## src/rtl/dma_bus_sequencer.sv

```systemverilog
module dma_bus_sequencer #(
  parameter int CNT_W = 8
) (
  input  logic             clk,
  input  logic             rst_n,
  input  logic             xfer_req,
  input  logic             xfer_write,
  input  logic             xfer_byte_high,
  input  logic [CNT_W-1:0] xfer_words,
  input  logic             mode_rnw,
  input  logic             bus_busy_n,
  input  logic             bus_grant,
  input  logic             bus_release_n,
  input  logic             cs_n,
  input  logic             dio_write,
  output logic             bus_req,
  output logic             ale,
  output logic             bhe_rnw,
  output logic             bhe_rnw_oe,
  output logic             buf_en_n,
  output logic             dir,
  output logic [CNT_W-1:0] words_left,
  output logic             xfer_done
);

  localparam logic [CNT_W-1:0] ONE = CNT_W'(1);

  typedef enum logic [2:0] {
    S_IDLE, S_ARB, S_ADDR, S_STRB, S_DATA, S_END, S_REL
  } st_t;

  st_t st, nxt;
  logic [1:0] gnt_q, rel_q;
  logic gnt_s, rel_s;
  logic dio_act, dio_wr;
  logic wr_l, bh_l;
  logic own, own_nxt;
  logic [CNT_W-1:0] cnt;

  assign gnt_s = gnt_q[1];
  assign rel_s = rel_q[1];
  assign own     = (st == S_ADDR) || (st == S_STRB) || (st == S_DATA) || (st == S_END);
  assign own_nxt = (nxt == S_ADDR) || (nxt == S_STRB) || (nxt == S_DATA) || (nxt == S_END);

  always_ff @(posedge clk or negedge rst_n) begin
    if (!rst_n) begin
      gnt_q <= 2'b00;
      rel_q <= 2'b11;
    end else begin
      gnt_q <= {gnt_q[0], bus_grant};
      rel_q <= {rel_q[0], bus_release_n};
    end
  end

  always_comb begin
    nxt = st;
    case (st)
      S_IDLE: if (xfer_req && (xfer_words != '0) && !dio_act) nxt = S_ARB;
      S_ARB:  if (gnt_s && bus_busy_n && !dio_act) nxt = S_ADDR;
      S_ADDR: nxt = S_STRB;
      S_STRB: nxt = S_DATA;
      S_DATA: nxt = S_END;
      S_END: begin
        if (cnt == ONE)  nxt = S_IDLE;
        else if (!rel_s) nxt = S_REL;
        else             nxt = S_ADDR;
      end
      S_REL:  nxt = S_ARB;
      default: nxt = S_IDLE;
    endcase
  end

  always_ff @(posedge clk or negedge rst_n) begin
    if (!rst_n) begin
      st        <= S_IDLE;
      cnt       <= '0;
      wr_l      <= 1'b0;
      bh_l      <= 1'b0;
      xfer_done <= 1'b0;
      dio_act   <= 1'b0;
      dio_wr    <= 1'b0;
    end else begin
      st        <= nxt;
      xfer_done <= (st == S_END) && (cnt == ONE);
      dio_act   <= !cs_n && !own_nxt;
      dio_wr    <= dio_write;
      if (st == S_IDLE && nxt == S_ARB) begin
        cnt  <= xfer_words;
        wr_l <= xfer_write;
        bh_l <= xfer_byte_high;
      end else if (st == S_END) begin
        cnt <= cnt - ONE;
      end
    end
  end

  assign bus_req    = own || (st == S_ARB);
  assign ale        = (st == S_ADDR);
  assign bhe_rnw_oe = own;
  assign bhe_rnw    = !own ? 1'b1 : (mode_rnw ? !wr_l : !bh_l);
  assign buf_en_n   = !(((st == S_STRB) || (st == S_DATA)) || dio_act);
  assign dir        = own ? wr_l : (dio_act ? !dio_wr : 1'b1);
  assign words_left = cnt;

  AST_ARB_FREE: assert property (@(posedge clk) disable iff (!rst_n)
    $rose(bhe_rnw_oe) |-> ($past(bus_busy_n) && $past(gnt_s)));

  AST_ALE_OWNED: assert property (@(posedge clk) disable iff (!rst_n)
    ale |-> (bus_req && bhe_rnw_oe && buf_en_n));

  AST_ALE_THEN_BUF: assert property (@(posedge clk) disable iff (!rst_n)
    ale |=> !buf_en_n);

  AST_IDLE_DIR: assert property (@(posedge clk) disable iff (!rst_n)
    (!bhe_rnw_oe && !dio_act) |-> dir);

  AST_PIN_PARK: assert property (@(posedge clk) disable iff (!rst_n)
    !bhe_rnw_oe |-> bhe_rnw);

  AST_REL_DROP: assert property (@(posedge clk) disable iff (!rst_n)
    ((st == S_END) && !rel_s && (cnt != ONE)) |=> !bus_req);

  AST_CNT_DEC: assert property (@(posedge clk) disable iff (!rst_n)
    (st == S_END) |=> (words_left == $past(words_left) - ONE));

  AST_NO_OVERLAP: assert property (@(posedge clk) disable iff (!rst_n)
    !(dio_act && bhe_rnw_oe));

endmodule

```

## config.mk

```make
export PLATFORM = sky130hd
export DESIGN_NAME = dma_bus_sequencer
export DESIGN_NICKNAME = d
export VERILOG_FILES = /design/src/rtl/dma_bus_sequencer.sv
export SDC_FILE = /design/constraint.sdc
export NUM_CORES = 1
export LEC_CHECK = 0
export BUFFER_PORTS_ARGS = -buffer_cell sky130_fd_sc_hd__buf_2
export CORE_ASPECT_RATIO = 0.75
export CORE_MARGIN = 3
export CORE_UTILIZATION = 44
export DETAILED_ROUTE_END_ITERATION = 8
export PLACE_DENSITY = 0.74
export SLEW_MARGIN = 20
export SYNTH_ARGS = -nofsm -noshare
export SYNTH_HDL_FRONTEND = slang
export SYNTH_SLANG_ARGS = --single-unit
```

## constraint.sdc

```tcl
create_clock -name clk -period 1.6 [get_ports clk]
set_input_delay 0.32 -clock clk [delete_from_list [all_inputs] [get_ports clk]]
set_output_delay 0.32 -clock clk [all_outputs]
set_load 0.02 [all_outputs]
```

Word level (Yosys, flattened, before mapping)
Index checks and enable logic that the tools add are counted.
W data, S select, Z words.
- $add $sub $neg: 1
- $mul: 0
- div/mod/pow operators: 0
- $lt $le $gt $ge: 0
- equal/unequal tests: 12
- shifts and indexed selects: 0
- muxes and demuxes: 11
- bitwise logic cells: 0
- reductions and logical operators: 26
- operators by type and width (cell ; count):
    $pmux W3 S7 ; 1
    $mux W8 ; 2
    $eq A3 B3 Y1 const B ; 5
    $eq A3 B2 Y1 const B ; 4
    $mux W3 ; 4
    $logic_or A1 B1 Y1 ; 9
    $eq A8 B1 Y1 const B ; 1
    $reduce_bool A8 Y1 ; 1
    $sub A8 B1 Y8 const B ; 1
    $logic_and A1 B1 Y1 ; 7
    $logic_not A1 Y1 ; 7
    $eq A3 B1 Y1 const B ; 2
    $mux W1 ; 4
    $logic_not A3 Y1 ; 1
    $reduce_bool A2 Y1 ; 1
- bits in registers: 20
- latch bits: 0
- memory bits (writable): 0
- ROM bits: 0
- input bits: 19
- output and inout bits: 15
- memories kept: 0

Logic depth before layout (Yosys ltp)
Gate-level depths: netlist of run 1.
- depth after elaboration: 11
- gate-level depth with buffers: 6

Worst setup path after synthesis of run 1
Ideal clock, no wire load.
- path kind: reg2reg
- start point: register cnt[2], in the netlist words_left[2]
- end point: register cnt[6], in the netlist words_left[6]
- arrival: 1.657 ns
- required time: 1.480 ns
- path slack: -0.177 ns
- stages on the path, launching flop included: 4
- clock period less this slack: 1.777 ns
- path through: dfrtp_1 -> or4_4 -> or3_1 -> a31o_2
- longest elaborated chain between the ends: 6
- RTL lines (item ; RTL line ; RTL):
    from (decl) ; 38 ; logic [CNT_W-1:0] cnt;
    from (signal assigned) ; 88 ; cnt <= xfer_words;
    from (signal assigned) ; 92 ; cnt <= cnt - ONE;
    $eq A8 B1 Y1 ; 64 ; if (cnt == ONE) nxt = S_IDLE;
    $mux W3 ; 64 ;
    $pmux W3 S7 ; 57 ; case (st)
    $eq A3 B1 Y1 ; 87 ; if (st == S_IDLE && nxt == S_ARB) begin
    $logic_and A1 B1 Y1 ; 87 ;
    $mux W8 or $reduce_bool A2 Y1 (tied branches) ; n/a ;
Parallel ways exist; a longest one is shown, timed or not. The select of a mux whose other input is x is not followed.
A chain may end at the register's enable or synchronous reset.

Worst setup path after layout of run 1
- start point: register st[0]
- end point: output port buf_en_n
- longest elaborated chain between the ends: 4
- RTL lines (item ; RTL line ; RTL):
    from (decl) ; 32 ; st_t st, nxt;
    from (signal assigned) ; 83 ; st <= nxt;
    $eq A3 B2 Y1 or $eq A3 B3 Y1 (tied branches) ; 101 ; assign buf_en_n = !(((st == S_STRB) || (st == S_DATA)) || dio_act);
    $logic_or A1 B1 Y1 * (2 in a row) ; 101 ;
    $logic_not A1 Y1 * ; 101 ;
    to (decl) ; 20 ; output logic buf_en_n,
Mark *: on every way between the ends. The rest lies on a longest branch, timed or not.

==> metrics, run 1 <==
status=finished with violations; failing checks=negative setup slack; Gate Count Post-Synth=106; die height=48.0 µm; FMAX=581 MHz; post-synthesis compound-gate area fraction=0.150; mapped cell area=1040 µm²; post-route setup slack=-121 ps; largest buffer count on any clock path=2; Reg-to-Reg End=words_left[6]$_DFFE_PN0P_; critical path class=register to output pin; Final period util=1.08; Core ar.=2120 µm²; Max Cap Violations=0; H-tree depth=1; Final Hold Fails=0; number of synthesized flops with an enable pin=0; First DRT Iteration DRCs=61; Hold Path End=rel_q[0]$_DFF_PN1_; Hold Path Class=input port to register; total CTS buffers=3; GP Congestion=0.833; Synth top area share=0.434; hold path depth=1; FF-to-FF setup slack=-120 ps; hold_sp=bus_release_n; Reg area=508 µm²; Final Power=3670 µW; RSZ-0062 raised after global routing=true; post-synthesis mux area share=0.0434; Top FF cell, synth=dfrtp_1; Final ANT Viol Nets=0; CTS tree=built; VDD IR-drop max=1.62 mV; Yosys top cell by area=dfrtp_1; Rows=14; Reg2Reg Depth=3; Layout Nets=185; layout cells sized above 1=0.577; crit path DAT=1400 ps; area added between synthesis and finish=59.8%; Setup TNS=-577 ps; Crit path required time=1280 ps; Reg-to-Reg Start=words_left[2]$_DFFE_PN0P_; Die W=62.1 µm; worst skew pair latency=300 ps; largest net degree at the start of global routing=21; Ys Warns=0; DRT Wirelength=2.97 mm; DP Wirelength=2.08 mm; Final setup viols=8; GRT Overall Usage=0.202; first-pass GRT wire length=4.27 mm; syn nets=127; port bufs=33; flops & latches, synth=20; Post-route DRC=0; Final Critical Period=1720 ps; CP Launch Type=register; PD cells=2210 nW/µm²; crit-path max FO=5; async set-reset flop share out of synthesis=1.00; Slew headroom=0.697; vias per cell=5.25; Worst-Margin Slew=455 ps; Multi-input gate area=629 µm²; sequential area share after synthesis=0.485; die area=2980 µm²; # fillers=135; max-slew violation count=0; Routed WL per cell=15.2 µm; nature of the critical path endpoint=output pin; clk slew on worst S/H paths=120 ps; clock sinks=20; n_diodes=0; Fin Clk Skew=2.73 ps; total number of vias=1024; count of cell types in the netlist=34; Post-Synth Simple-Gate Area=0.209; I/O pins=34; post-synthesis adder-cell area fraction=0.0241; syn avg cell area=9.79 µm²; grt ovf=0; DR pass1 iterations=4; post-synthesis xor/xnor area fraction=0.0507; largest family of logic cells by synthesized area=simple AND/OR/NAND/NOR gates; Lkg Pwr=0.000749 µW; root buf cell=clkbuf_4; vias in the first global route=918; synth top area cells=dfrtp_1 (43%), dfstp_2 (5.1%), mux2_2 (4.3%), nand2_1 (4.3%), xnor2_1 (4.2%); Initial Utilization=0.489; initial antenna violation count=0
-- flip-flops by register name (all words and copies together) (netlist names) --
signal	flops
bh_l	1
dio_act	1
dio_wr	1
gnt_q	2
rel_q	2
st	3
words_left	8
wr_l	1
xfer_done	1
-- cell families after synthesis --
group,after synthesis
flops,20
xor+xnor,6
mux,4
compound gates,24
buf+inv,10
simple gates,40
fa+ha+maj,2
-- layer usage --
metal / share of wire / GRT usage / vias up
li1: - / - / 494
met1: 0.43 / 0.278 / 487
met2: 0.49 / 0.318 / 43
met3: 0.074 / 0.0620 / 0
met4: 0 / 0.0381 / 0
met5: 0 / 0 / -
-- layout by cell type (no fill, tap or decap), types with 3 or more instances in the layout --
cell type and instances:
a21oi_1 4, buf_2 28, buf_4 18, buf_6 11, clkbuf_4 3, dfrtp_1 14, dfrtp_2 4, inv_1 5
mux2_2 3, nand2_1 8, nor2_1 4, o21ai_0 5, xnor2_1 5
-- cells in the mapped netlist (2+ instances only) --
library cell,count
inv_1,5
o2bb2ai_1,2
a21o_1,2
dfstp_2,2
mux2_2,4
nand2_1,12
or3_1,2
nand3b_1,2
and2_1,2
nor4_1,5
nor3_1,2
xnor2_1,5
a21oi_1,5
buf_2,2
ha_1,2
nor2_1,7
o211ai_1,2
o21ai_0,7
nand2b_1,2
clkbuf_1,3
dfrtp_1,18
-- where the power goes --
| part | switching (µW) | total (µW) | internal, µW |
|---|---|---|---|
| combinational | 1150 | 2320 | 1170 |
| clock | 161 | 414 | 253 |
| sequential | 232 | 932 | 701 |
| total | 1550 | 3670 | 2120 |
-- critical path, cell delays in order (launching register included) --
cell and delay, ps:
dfrtp_1 490, nor2_2 90, buf_4 140, a221oi_2 200, buf_4 180
-- worst max path at each step --
stage                              start                   endpoint  slack (ps)
2_1_floorplan  words_left[3]$_DFFE_PN0P_  words_left[6]$_DFFE_PN0P_        -140
3_3_place_gp   words_left[3]$_DFFE_PN0P_  words_left[6]$_DFFE_PN0P_         -60
3_5_place_dp   words_left[3]$_DFFE_PN0P_  words_left[6]$_DFFE_PN0P_         -90
4_1_cts        words_left[2]$_DFFE_PN0P_  words_left[6]$_DFFE_PN0P_        -100
5_1_grt                  st[1]$_DFF_PN0_                   buf_en_n        -210
6_report                 st[0]$_DFF_PN0_                   buf_en_n        -120
-- area by class of cell --
type,count,area share
Inverter,5,0.0113
Tap cell,32,0.0242
Clock buffer,3,0.0136
Timing Repair Buffer,58,0.247
Sequential cell,20,0.306
Clock inverter,1,0.0181
Multi-Input combinational cell,76,0.380
-- stage by stage --
| step | std cells | worst slack, ps | hold WS [ps] | area (µm²) | utilization |
|---|---|---|---|---|---|
| 4_1_cts | 190 | -97.5 | 92.3 | 1520 | 0.718 |
| 5_1_grt | 195 | -206 | 77.6 | 1660 | 0.782 |
| 6_report | 195 | -121 | 99.5 | 1660 | 0.782 |
| 3_3_place_gp | 182 | -58.3 | 291 | 1350 | 0.637 |
| 2_1_floorplan | 106 | -135 | 24.4 | 1050 | - |
| 3_5_place_dp | 182 | -91.3 | 292 | 1350 | 0.637 |
-- what timing repair did --
item                       in CTS  in global routing
cloned                          0                  0
hold buffers                    1                  0
setup endpoints to repair      13                 17
resized for setup              25                 23
pin swaps                       3                  5
buffers inserted                3                  5
hold endpoints to repair       18                  0
(Power assumes the default switching activity.)
==> inputs of run 2 (changes only) <==
- SKIP_CTS_REPAIR_TIMING: unset -> 1
==> metrics, run 2 (synthesis gave the netlist of run 1 again) <==
status=finished with violations; failing checks=negative setup slack; total number of vias=1053; worst skew pair latency=300 ps; root buf cell=clkbuf_4; Hold Path End=rel_q[0]$_DFF_PN1_; Top Family by Delay on Critical Path=simple AND/OR/NAND/NOR gates; area added between synthesis and finish=53.1%; first-pass GRT wire length=3.94 mm; Fin Clk Skew=5.80 ps; Layout Nets=185; RSZ-0062 raised after global routing=true; First DRT Iteration DRCs=58; DP Worst Slack=-91.3 ps; initial antenna violation count=0; CP max-delay cell=or4_4; critical path class=register to register; largest net degree at the start of global routing=21; Initial Utilization=0.489; Crit path largest cell delay=570 ps; post-route setup slack=-134 ps; Rows=14; # fillers=150; DP Wirelength=2.08 mm; commonest cells after routing, fill and taps aside=buf_2 (30), buf_4 (22), dfrtp_1 (13); crit-path max FO=3; PD cells=2190 nW/µm²; commonest non-fill, non-tap cell in the layout=buf_2; worst hold slack=103 ps; Reg area=509 µm²; die height=48.0 µm; nature of the critical path endpoint=register; Reg2Reg Depth=3; CP Launch Type=register; Final setup viols=10; Core ar.=2120 µm²; VDD IR-drop max=1.68 mV; Buf/Inv on CP=0; Hold Path Class=input port to register; Post-route DRC=0; CTS tree=built; I/O pins=34; Final ANT Viol Nets=0; vias in the first global route=868; vias per cell=5.40; Lkg Pwr=0.000724 µW; total CTS buffers=3; Util after Layout=0.749; Final Critical Period=1730 ps; Routed WL per cell=15.7 µm; Die W=62.1 µm; Final period util=1.08; dpl cells=182; clock sinks=20; GRT Overall Usage=0.186; fin cells=195; hold_sp=bus_release_n; crit path DAT=1930 ps; port bufs=33; largest buffer count on any clock path=2; Slew headroom=0.699; layout cells sized above 1=0.546; Largest register FFs=8; GP Congestion=0.833; Multi-input gate area=592 µm²; Max Cap Violations=0; Final Hold Fails=0; FMAX=577 MHz; CP cell instances=or4_4 -> or3_1 -> a31o_2; Reg-to-Reg Start=words_left[3]$_DFFE_PN0P_; die area=2980 µm²; FF-to-FF setup slack=-130 ps; Reg-to-Reg End=words_left[6]$_DFFE_PN0P_; hold path depth=1; grt ovf=0; DR pass1 iterations=4; Worst-Margin Slew=452 ps; max-slew violation count=0; H-tree depth=1; clk slew on worst S/H paths=120 ps; Crit path required time=1800 ps; n_diodes=0; DRT Wirelength=3.07 mm
[run 2: cell count changes in the layout (fill, tap and decap cells not counted), sizes merged]
cell    before  now
buf         57   56
clkbuf       3    4
[run 2: per-stage QoR]
stage	setup TNS (ps)	area (µm²)	total power, µW
6_report	-654	1590	3470
5_1_grt	-1500	1590	3690
4_1_cts	-1250	1400	3000
3_5_place_dp	-257	1350	2580
3_3_place_gp	-91.6	1350	2520
2_1_floorplan	-197	1050	1910
[run 2: worst max-delay path by stage]
stage / cells past startpoint / slack (ps) / startpoint / end
finish: 3 / -130 / words_left[3]$_DFFE_PN0P_ / words_left[6]$_DFFE_PN0P_
global route: 4 / -190 / st[1]$_DFF_PN0_ / buf_en_n
CTS: 5 / -270 / st[2]$_DFF_PN0_ / dir
detailed placement: 3 / -90 / words_left[3]$_DFFE_PN0P_ / words_left[6]$_DFFE_PN0P_
global placement: 3 / -60 / words_left[3]$_DFFE_PN0P_ / words_left[6]$_DFFE_PN0P_
floorplan: 3 / -140 / words_left[3]$_DFFE_PN0P_ / words_left[6]$_DFFE_PN0P_
[run 2: power breakdown]
| group | leakage (µW) | switching [µW] | total (µW) | internal, µW |
|---|---|---|---|---|
| sequential | 0.000236 | 221 | 925 | 703 |
| combinational | 0.000460 | 1120 | 2140 | 1020 |
| clock | 0.0000279 | 156 | 409 | 253 |
[run 2: layout make-up]
cell class                      instances  area share
Clock buffer                            3      0.0142
Sequential cell                        20       0.321
Inverter                                5      0.0118
Timing Repair Buffer                   58       0.236
Tap cell                               32      0.0252
Clock inverter                          1      0.0189
Multi-Input combinational cell         76       0.373
[run 2: routing by layer]
layer / up-vias / share of wire / track usage
met5: - / 0 / 0
met4: 0 / 0.0046 / 0.0381
met3: 2 / 0.055 / 0.0593
met2: 42 / 0.49 / 0.287
met1: 518 / 0.45 / 0.258
li1: 491 / - / -
==> inputs of run 3 (changes only) <==
--- a/config.mk
+++ b/config.mk
@@ -6,10 +6,10 @@
 export NUM_CORES = 1
 export LEC_CHECK = 0
+export ABC_AREA = 0
 export BUFFER_PORTS_ARGS = -buffer_cell sky130_fd_sc_hd__buf_2
 export CORE_ASPECT_RATIO = 0.75
 export CORE_MARGIN = 3
-export CORE_UTILIZATION = 44
+export CORE_UTILIZATION = 35
 export DETAILED_ROUTE_END_ITERATION = 8
-export PLACE_DENSITY = 0.74
 export SKIP_CTS_REPAIR_TIMING = 1
 export SLEW_MARGIN = 20
==> constraint.sdc (replaced) <==
create_clock -name clk -period 1.6 [get_ports clk]
set_input_delay 0.16 -clock clk [delete_from_list [all_inputs] [get_ports clk]]
set_output_delay 0.16 -clock clk [all_outputs]
set_load 0.02 [all_outputs]
==> metrics, run 3 (synthesis gave the netlist of run 1 again) <==
Reg2Reg Depth=3; Reg-to-Reg End=words_left[6]$_DFFE_PN0P_; CP max-delay cell=or4_4; Slew headroom=0.705; Layout Nets=177; Final ANT Viol Nets=0; Worst-Margin Slew=443 ps; Final Critical Period=1690 ps; CP Depth=3; Hold Path Class=input port to register; commonest cells after routing, fill and taps aside=buf_2 (32), dfrtp_1 (15), buf_4 (13); Largest register FFs=8; max-slew violation count=0; CTS tree=built; Reg area=507 µm²; Final setup viols=4; GRT Overall Usage=0.154; root buf cell=clkbuf_8; hold path depth=1; grt ovf=0; RSZ-0062 raised after global routing=true; I/O pins=34; Top Family by Delay on Critical Path=simple AND/OR/NAND/NOR gates; PD cells=2090 nW/µm²; worst skew pair latency=260 ps; Core ar.=2720 µm²; Post-route DRC=0; status=finished with violations; DP Wirelength=1.99 mm; Cell Area, Placed=1330 µm²; fin cells=191; Initial Utilization=0.381; failing checks=negative setup slack; # fillers=271; Fin Clk Skew=1.36 ps; area added between synthesis and finish=42.6%; Routed WL per cell=13.4 µm; fin area=1480 µm²; largest net degree at the start of global routing=21; Lkg Pwr=0.000680 µW; DR pass1 iterations=4; Final period util=1.06; Worst setup startpoint=words_left[3]$_DFFE_PN0P_; vias per cell=5.04; layout cells sized above 1=0.445; GP Congestion=0.861; total CTS buffers=3; post-route setup slack=-88.6 ps; Final Power=3090 µW; crit-path max FO=3; Reg-to-Reg Start=words_left[3]$_DFFE_PN0P_; crit path DAT=1840 ps; initial antenna violation count=0; CP cell instances=or4_4 -> or3_1 -> a31o_2; critical path class=register to register; total number of vias=962; n_diodes=0; Rows=16; Final Hold Fails=0; H-tree depth=1; die height=53.1 µm; commonest non-fill, non-tap cell in the layout=buf_2; DRT Wirelength=2.56 mm; nature of the critical path endpoint=register; FMAX=592 MHz; Crit path required time=1750 ps; Max Cap Violations=0; largest buffer count on any clock path=2; VDD IR-drop max=0.884 mV; dpl cells=183; First DRT Iteration DRCs=26; Multi-input gate area=543 µm²; vias in the first global route=900; Setup crit end=words_left[6]$_DFFE_PN0P_; FF-to-FF setup slack=-90 ps; Buf/Inv on CP=0; first-pass GRT wire length=4.04 mm; die area=3660 µm²; CP Launch Type=register; clock sinks=20; Crit path largest cell delay=550 ps; port bufs=33; Die W=68.9 µm; clk slew on worst S/H paths=70 ps
-- run 3: cell type report --
cell class              count  share of cell area
clock buffers               4              0.0372
well taps                  36              0.0305
flip-flops and latches     20               0.343
multi-input cells          76               0.367
repair buffers             50               0.210
inverters                   5              0.0127
-- run 3: worst min-delay path by stage --
| stage | startpoint | to |
|---|---|---|
| 2_1_floorplan | rst_n | bh_l$_DFFE_PN0P_ |
| 3_3_place_gp | rst_n | st[0]$_DFF_PN0_ |
| 3_5_place_dp | rst_n | st[0]$_DFF_PN0_ |
| 4_1_cts | rst_n | gnt_q[0]$_DFF_PN0_ |
| 5_1_grt | dio_write | dio_wr$_DFF_PN0_ |
| 6_report | dio_write | dio_wr$_DFF_PN0_ |
-- run 3: report_power, final --
part	total, µW	leakage [µW]	internal [µW]	switching [µW]
Clock	379	0.0000288	219	160
Sequential	856	0.000239	700	156
Combinational	1850	0.000413	849	1010
-- run 3: per-layer routing --
metal | wire (µm) | part of all wire | track usage
met5 | 0 | 0 | 0
met3 | 179 | 0.070 | 0.0446
met1 | 1200 | 0.47 | 0.212
met2 | 1160 | 0.45 | 0.231
met4 | 19 | 0.0074 | 0.0485
-- run 3: metrics by stage --
stage / utilization / worst slack (ps) / setup TNS, ps / hold WS, ps
2_1_floorplan: - / -135 / -148 / -136
3_3_place_gp: 0.487 / -55.8 / -102 / 130
3_5_place_dp: 0.487 / -78.8 / -183 / 131
4_1_cts: 0.507 / -88.7 / -344 / -155
5_1_grt: 0.543 / -124 / -484 / 4.99
6_report: 0.543 / -88.6 / -177 / 4.40
